==> src/rtl/pct_pkg.sv <==
// Package: shared encodings for the prescaled compare-match timer.
// Assumes a 32-bit data path and a 4-bit word address space.
package pct_pkg;

    // Counter size selector, as software writes it
    typedef enum logic [1:0] {
        SZ_16 = 2'd0,
        SZ_8  = 2'd1,
        SZ_24 = 2'd2,
        SZ_32 = 2'd3
    } size_e;

    // Word addresses of the register port
    localparam int A_GO       = 0;
    localparam int A_HALT     = 1;
    localparam int A_ZERO     = 2;
    localparam int A_SIZE     = 3;
    localparam int A_DIV      = 4;
    localparam int A_COUNT    = 5;
    localparam int A_MATCH0   = 8;
    localparam int A_FLAG0    = 12;

    // All-ones mask for the selected counter size
    function automatic logic [31:0] size_mask(input size_e s);
        case (s)
            SZ_8:    return 32'h0000_00FF;
            SZ_24:   return 32'h00FF_FFFF;
            SZ_32:   return 32'hFFFF_FFFF;
            default: return 32'h0000_FFFF;
        endcase
    endfunction

endpackage

==> src/rtl/pct_prescale.sv <==
// Prescale divider: produces a one-clock tick every 2^pre clocks while run
// is high. Assumes pre never exceeds PRE_MAX (the register file saturates it).
// The phase counter is held while halted and zeroed by restart.
module pct_prescale #(
    parameter int PRE_W   = 4,
    parameter int PRE_MAX = 9
) (
    input  logic             clk,
    input  logic             rst_n,
    input  logic             run,
    input  logic             restart,
    input  logic [PRE_W-1:0] pre,
    output logic             tick
);
    localparam int DIV_W = (PRE_MAX < 1) ? 1 : PRE_MAX;

    logic [DIV_W-1:0] phase_q;
    logic [DIV_W-1:0] phase_mask;

    // Low pre bits of the phase must all be ones for a tick
    always_comb begin
        for (int b = 0; b < DIV_W; b++) begin
            phase_mask[b] = (b < int'(pre));
        end
    end

    assign tick = run && ((phase_q & phase_mask) == phase_mask);

    // Phase counter: zeroed on restart, advances only while running
    always_ff @(posedge clk) begin
        if (!rst_n) begin
            phase_q <= '0;
        end else if (restart) begin
            phase_q <= '0;
        end else if (run) begin
            phase_q <= phase_q + 1'b1;
        end
    end

    AST_PHASE_HOLD: assert property (@(posedge clk) disable iff (!rst_n)
        (!run && !restart) |=> $stable(phase_q));

    AST_PHASE_RESTART: assert property (@(posedge clk) disable iff (!rst_n)
        restart |=> (phase_q == '0));

endmodule

==> src/rtl/pct_counter.sv <==
// Main counter: advances by one on each prescale tick and rolls over at the
// selected size. A zero request overrides a same-cycle tick. The count is
// presented masked to the current size, and the value the next increment
// would take is exported to the compare channels.
module pct_counter #(
    parameter int DW = 32
) (
    input  logic           clk,
    input  logic           rst_n,
    input  logic           tick,
    input  logic           zero,
    input  pct_pkg::size_e size,
    output logic [DW-1:0]  count,
    output logic [DW-1:0]  mask,
    output logic [DW-1:0]  nxt,
    output logic           step
);
    import pct_pkg::*;

    logic [DW-1:0] cnt_q;
    logic [31:0]   full_mask;

    assign full_mask = size_mask(size);
    assign mask      = full_mask[DW-1:0];
    assign nxt       = (cnt_q + 1'b1) & mask;
    assign step      = tick && !zero;
    assign count     = cnt_q & mask;

    // Count register: zero wins, otherwise step on a tick
    always_ff @(posedge clk) begin
        if (!rst_n) begin
            cnt_q <= '0;
        end else if (zero) begin
            cnt_q <= '0;
        end else if (step) begin
            cnt_q <= nxt;
        end
    end

    AST_COUNT_ZERO: assert property (@(posedge clk) disable iff (!rst_n)
        zero |=> (count == '0));

    AST_COUNT_HOLD: assert property (@(posedge clk) disable iff (!rst_n)
        (!tick && !zero) |=> $stable(cnt_q));

    AST_ROLL_OVER: assert property (@(posedge clk) disable iff (!rst_n)
        (step && (count == mask) && $stable(mask)) |=> (cnt_q == '0));

endmodule

==> src/rtl/pct_chan.sv <==
// One compare channel: a sticky flag set when the counter steps onto the
// masked match value, and a one-clock pulse on the flag's 0-to-1 change.
// A match outranks a same-cycle clear request.
module pct_chan #(
    parameter int DW = 32
) (
    input  logic          clk,
    input  logic          rst_n,
    input  logic          step,
    input  logic [DW-1:0] nxt,
    input  logic [DW-1:0] match,
    input  logic [DW-1:0] mask,
    input  logic          clr_req,
    output logic          flag,
    output logic          pulse
);
    logic hit;

    assign hit = step && (nxt == (match & mask));

    // Sticky flag and rising-edge pulse
    always_ff @(posedge clk) begin
        if (!rst_n) begin
            flag  <= 1'b0;
            pulse <= 1'b0;
        end else begin
            pulse <= hit && !flag;
            if (hit) begin
                flag <= 1'b1;
            end else if (clr_req) begin
                flag <= 1'b0;
            end
        end
    end

    AST_FLAG_STICKY: assert property (@(posedge clk) disable iff (!rst_n)
        (flag && !clr_req) |=> flag);

    AST_SET_WINS: assert property (@(posedge clk) disable iff (!rst_n)
        hit |=> flag);

    AST_PULSE_WITH_FLAG: assert property (@(posedge clk) disable iff (!rst_n)
        pulse |-> flag);

    AST_PULSE_SINGLE: assert property (@(posedge clk) disable iff (!rst_n)
        pulse |=> !pulse);

    AST_NO_SPURIOUS: assert property (@(posedge clk) disable iff (!rst_n)
        (!flag && !hit) |=> (!flag && !pulse));

endmodule

==> src/rtl/pct_timer.sv <==
// Top of the prescaled compare-match timer. Decodes the word-addressed
// register port into trigger actions and configuration, and instantiates the
// prescaler, the counter and one compare channel per CH_N. The address map
// assumes CH_N <= 4 and DW == 32.
module pct_timer #(
    parameter int CH_N    = 4,
    parameter int DW      = 32,
    parameter int AW      = 4,
    parameter int PRE_W   = 4,
    parameter int PRE_MAX = 9
) (
    input  logic            clk,
    input  logic            rst_n,
    input  logic            bus_wr,
    input  logic [AW-1:0]   bus_addr,
    input  logic [DW-1:0]   bus_wdata,
    output logic [DW-1:0]   bus_rdata,
    output logic [CH_N-1:0] evt_pulse
);
    import pct_pkg::*;

    localparam logic [PRE_W-1:0] DIV_TOP = PRE_W'(PRE_MAX);

    logic             run_q;
    size_e            size_q;
    logic [PRE_W-1:0] div_q;
    logic [DW-1:0]    match_q [CH_N];
    logic [CH_N-1:0]  flag;
    logic [CH_N-1:0]  clr_req;

    logic             wr_go, wr_halt, wr_zero, wr_size, wr_div;
    logic             tick, step;
    logic [DW-1:0]    count, mask, nxt;
    logic [PRE_W-1:0] div_wr;

    // Trigger and configuration write decode
    always_comb begin
        wr_go   = bus_wr && (int'(bus_addr) == A_GO)   && bus_wdata[0];
        wr_halt = bus_wr && (int'(bus_addr) == A_HALT) && bus_wdata[0];
        wr_zero = bus_wr && (int'(bus_addr) == A_ZERO) && bus_wdata[0];
        wr_size = bus_wr && (int'(bus_addr) == A_SIZE);
        wr_div  = bus_wr && (int'(bus_addr) == A_DIV);
    end

    // Divider value clipped to the supported maximum
    assign div_wr = (bus_wdata[PRE_W-1:0] > DIV_TOP) ? DIV_TOP
                                                     : bus_wdata[PRE_W-1:0];

    // Run state: GO sets, HALT clears
    always_ff @(posedge clk) begin
        if (!rst_n) begin
            run_q <= 1'b0;
        end else if (wr_halt) begin
            run_q <= 1'b0;
        end else if (wr_go) begin
            run_q <= 1'b1;
        end
    end

    // Size and divider configuration registers
    always_ff @(posedge clk) begin
        if (!rst_n) begin
            size_q <= SZ_16;
            div_q  <= '0;
        end else begin
            if (wr_size) size_q <= size_e'(bus_wdata[1:0]);
            if (wr_div)  div_q  <= div_wr;
        end
    end

    pct_prescale #(
        .PRE_W   (PRE_W),
        .PRE_MAX (PRE_MAX)
    ) u_pre (
        .clk     (clk),
        .rst_n   (rst_n),
        .run     (run_q),
        .restart (wr_zero),
        .pre     (div_q),
        .tick    (tick)
    );

    pct_counter #(
        .DW (DW)
    ) u_cnt (
        .clk   (clk),
        .rst_n (rst_n),
        .tick  (tick),
        .zero  (wr_zero),
        .size  (size_q),
        .count (count),
        .mask  (mask),
        .nxt   (nxt),
        .step  (step)
    );

    for (genvar i = 0; i < CH_N; i++) begin : g_ch
        // Match value register for this channel
        always_ff @(posedge clk) begin
            if (!rst_n) begin
                match_q[i] <= '0;
            end else if (bus_wr && (int'(bus_addr) == A_MATCH0 + i)) begin
                match_q[i] <= bus_wdata;
            end
        end

        assign clr_req[i] = bus_wr && (int'(bus_addr) == A_FLAG0 + i)
                            && !bus_wdata[0];

        pct_chan #(
            .DW (DW)
        ) u_ch (
            .clk     (clk),
            .rst_n   (rst_n),
            .step    (step),
            .nxt     (nxt),
            .match   (match_q[i]),
            .mask    (mask),
            .clr_req (clr_req[i]),
            .flag    (flag[i]),
            .pulse   (evt_pulse[i])
        );
    end

    // Combinational read mux
    always_comb begin
        bus_rdata = '0;
        case (int'(bus_addr))
            A_SIZE:  bus_rdata = DW'(size_q);
            A_DIV:   bus_rdata = DW'(div_q);
            A_COUNT: bus_rdata = count;
            default: begin
                for (int i = 0; i < CH_N; i++) begin
                    if (int'(bus_addr) == A_MATCH0 + i) bus_rdata = match_q[i];
                    if (int'(bus_addr) == A_FLAG0 + i)  bus_rdata = DW'(flag[i]);
                end
            end
        endcase
    end

    AST_DIV_LIMIT: assert property (@(posedge clk) disable iff (!rst_n)
        div_q <= DIV_TOP);

    AST_GO_RUNS: assert property (@(posedge clk) disable iff (!rst_n)
        (wr_go && !wr_halt) |=> run_q);

    AST_HALT_STOPS: assert property (@(posedge clk) disable iff (!rst_n)
        wr_halt |=> !run_q);

    AST_HALTED_NO_TICK: assert property (@(posedge clk) disable iff (!rst_n)
        !run_q |-> !tick);

    AST_ZERO_NO_FLAG: assert property (@(posedge clk) disable iff (!rst_n)
        (!run_q && (flag == '0)) |=> (flag == '0));

endmodule

==> config.mk <==
export PLATFORM = sky130hd
export DESIGN_NAME = pct_timer
export DESIGN_NICKNAME = d
export VERILOG_FILES = /design/src/rtl/pct_pkg.sv /design/src/rtl/pct_prescale.sv /design/src/rtl/pct_counter.sv /design/src/rtl/pct_chan.sv /design/src/rtl/pct_timer.sv
export SDC_FILE = /design/constraint.sdc
export NUM_CORES = 1
export LEC_CHECK = 0
export ABC_AREA = 1
export BUFFER_PORTS_ARGS = -buffer_cell sky130_fd_sc_hd__buf_2
export CAP_MARGIN = 20
export CORE_AREA = 3 3 135 137
export CTS_CLUSTER_SIZE = 30
export DETAILED_ROUTE_END_ITERATION = 8
export DIE_AREA = 0 0 138 140
export PLACE_DENSITY = 0.85
export SETUP_SLACK_MARGIN = 0.2
export SYNTH_ARGS = -nofsm -noshare
export SYNTH_HDL_FRONTEND = slang
export SYNTH_SLANG_ARGS = --single-unit
==> constraint.sdc <==
create_clock -name clk -period 8.5 [get_ports clk]
set_input_delay 1.7 -clock clk [delete_from_list [all_inputs] [get_ports clk]]
set_output_delay 1.7 -clock clk [all_outputs]
set_load 0.01 [all_outputs]
==> impl_results.md <==
* Post-CTS Setup Inserts at 0
* Sequential fraction of the synthesis area at 0.439
* RSZ-0062 raised after global routing: false
* WP data required at 6.80 ns
* Layout cells sized above 1 at 0.104
* CTS root buffer: clkbuf_16
* WL final at 39.3 mm
* RD Place Congestion at 1.12
* Routed vias at 11700
* Num CTS Buffers at 17
* Clk buf depth at 2
* Clock Latency Late Sink at 0.44 ns
* Worst reg2reg path depth at 15
* Reg2reg start: u_cnt.cnt_q[0]
* CTS tree: done
* Upper clock frequency limit at 175 MHz
* Yosys warnings at 0
* Worst Max-Slew Pin Slew at 1.21 ns
* Routed length on met3 at 5.75 mm
* Max Cap Viol at 0
* DRT Pass-1 Iters at 9
* CTS clock-pin slew for the worst setup and hold paths at 0.07 ns
* Worst Clk Skew at 0.0101 ns
* Tmin final at 5.71 ns
* DR vias/cell at 6.27
* First-pass GRT wire length at 59.8 mm
* WS Path Type: in2out
* Hold Path Origin: g_ch[3].u_ch.flag
* Initial DRC Count at 2349
* Startpoint Class: input pin
* Mean area per synthesized cell at 7.17 sq um
* LEAKAGE at 5.47 nW
* Htree depth at 4
* Met1 wire length at 15.1 mm
* DP Wirelength at 28.3 mm
* Top cells by area, synth: edfxtp_1 (34%), nand2_1 (12%), nor2_1 (11%), dfxtp_1 (9.9%), inv_1 (6.8%)
* Setup_tns at 0 ns
* Status: complete, but fails checks
* Finish-stage setup viols at 0
* Initial core utilization at 0.659
* NumNets Final at 1672
* IO Port Bufs at 74
* # IOs at 75
* Crit-path max FO at 18
* Pin count of the biggest net entering global routing at 54
* R2R Path End: g_ch[1].u_ch.pulse
* Synthesized area at 11300 sq um
* Largest area contributor in the netlist: edfxtp_1
* Post-Syn Instances at 1578
* R2r setup slk at 5.04 ns
* Total track usage at 0.396
* Crit path arrival time at 4.01 ns
* Highest Signal Layer: met5
* CP Capture Type: output pin
* Number of global-route vias before repair at 10800
* VDD IR max at 0.000147 V
* Dpl cells at 1837
* # rows at 48
* Worst hold path type: reg2reg
* Net count after synthesis at 1619
* Crit path launch: bus_addr[3]
* Non-Filler Instances at 1869
* Gr ovfl total at 0
* CTS sink count at 184
* Yosys cell types at 40
* Power per cell area at 161 nW/um^2
* DRC viols at 1
* Hold Vio Cnt, Final at 0
* Post-CTS resize count at 0
* Fin crit share at 0.672
* Met2 wire length at 16.8 mm
* Violated checks: DRC
* Initial antenna violation count at 3
* Final Max Tran Viols at 0
* Die height at 140 um
* Synth top area share at 0.339
* Register bit count reported by yosys at 184
* Area Growth Syn to Fin at 10.3%
* Ant diodes at 0
* Critical Path End: bus_rdata[26]
* CORE AREA at 17200 sq um
* Cts hold-fix bufs at 0
* Die area at 19300 sq um
* Wire length per cell at 21.0 um
* Count of antenna-violating nets left after detailed routing at 0
* Worst relative slew slack at 0.190
* Die X at 138 um
==> layout make-up <==
type / count / area (sq um)
Sequential cell: 184 / 4970
Clock buffer: 19 / 433
Fill cell: 1425 / 4690
Clock inverter: 13 / 138
Inverter: 209 / 785
Tap cell: 225 / 282
Timing Repair Buffer: 89 / 483
Multi-Input combinational cell: 1130 / 5400
==> report_power, final <==
part / internal [mW] / switching, mW
Sequential: 0.998 / 0.0333
Combinational: 0.0507 / 0.128
Clock: 0.414 / 0.385
==> worst max-delay path: stages <==
cell	delay, ns
buf_2	0.10
inv_1	0.05
nor2_1	0.12
inv_1	0.09
nor2_2	0.66
buf_4	0.44
inv_1	0.29
nor2_1	0.15
a221oi_1	0.06
o211ai_1	0.16
buf_2	0.19
==> flip-flops by register name (all words and copies together) (netlist names) <==
signal	flops
g_ch.u_ch.flag	4
g_ch.u_ch.pulse	4
match_q	128
run_q	1
u_pre.phase_q	9
size_q	2
u_cnt.cnt_q	32
div_q	4
==> worst min-delay path by stage <==
stage	end	cells after the start
finish	g_ch[3].u_ch.pulse	1
global route	g_ch[3].u_ch.pulse	1
CTS	g_ch[3].u_ch.pulse	1
detailed placement	g_ch[3].u_ch.pulse	1
global placement	g_ch[3].u_ch.pulse	1
floorplan	g_ch[2].u_ch.pulse	1
==> synthesized netlist by cell type, drive strengths merged <==
library cell  instances
o221ai               16
nand4                38
clkinv                2
a31oi                 1
o21a                  2
a211oi                7
ha                    2
o211ai               15
edfxtp              128
o2111ai               2
clkbuf               39
nor2                334
buf                  16
dfxtp                56
a21oi                69
inv                 207
xor2                  7
and2                  2
o22ai                19
nand3b                4
nor3                 10
xnor2                 2
a221oi               18
nor3b                 1
nand2               365
o21ai                73
nand3               143
==> stage by stage <==
| step | setup WS [ns] | power, mW | hold slack (ns) | utilization | area, sq um |
|---|---|---|---|---|---|
| floorplan | 3.30 | 1.14 | 0.414 | - | 11300 |
| global placement | 2.99 | 1.22 | 0.437 | 0.694 | 11900 |
| detailed placement | 2.93 | 1.22 | 0.434 | 0.694 | 11900 |
| CTS | 2.92 | 1.99 | 0.451 | 0.727 | 12500 |
| global route | 2.66 | 2.05 | 0.477 | 0.727 | 12500 |
| finish | 2.79 | 2.01 | 0.453 | 0.727 | 12500 |
==> metal layers <==
layer,vias up,global-route usage
met1,5247,0.555
li1,5334,-
met5,-,0
met4,6,0.153
met2,962,0.604
met3,163,0.0908
==> cells in the final DEF (no fill, tap or decap), types with 17 or more instances in the layout <==
master / n
nand2_1: 351
edfxtp_1: 128
clkbuf_16: 17
inv_1: 205
a221oi_1: 18
nor2_1: 323
buf_2: 74
a21oi_1: 68
o21ai_0: 59
dfxtp_1: 55
nand4_1: 38
o22ai_1: 19
nand3_1: 128
==> cells by family after synthesis <==
group | count (synthesis) | synth area share
XOR/XNOR | 9 | 0.00696
flip-flops | 184 | 0.439
buffers and inverters | 264 | 0.0900
AO/OA/AOI/OAI | 222 | 0.119
adder cells (fa/ha/maj) | 2 | 0.00221
AND/OR/NAND/NOR | 897 | 0.343
No activity file was read; power rests on OpenSTA's default activity.
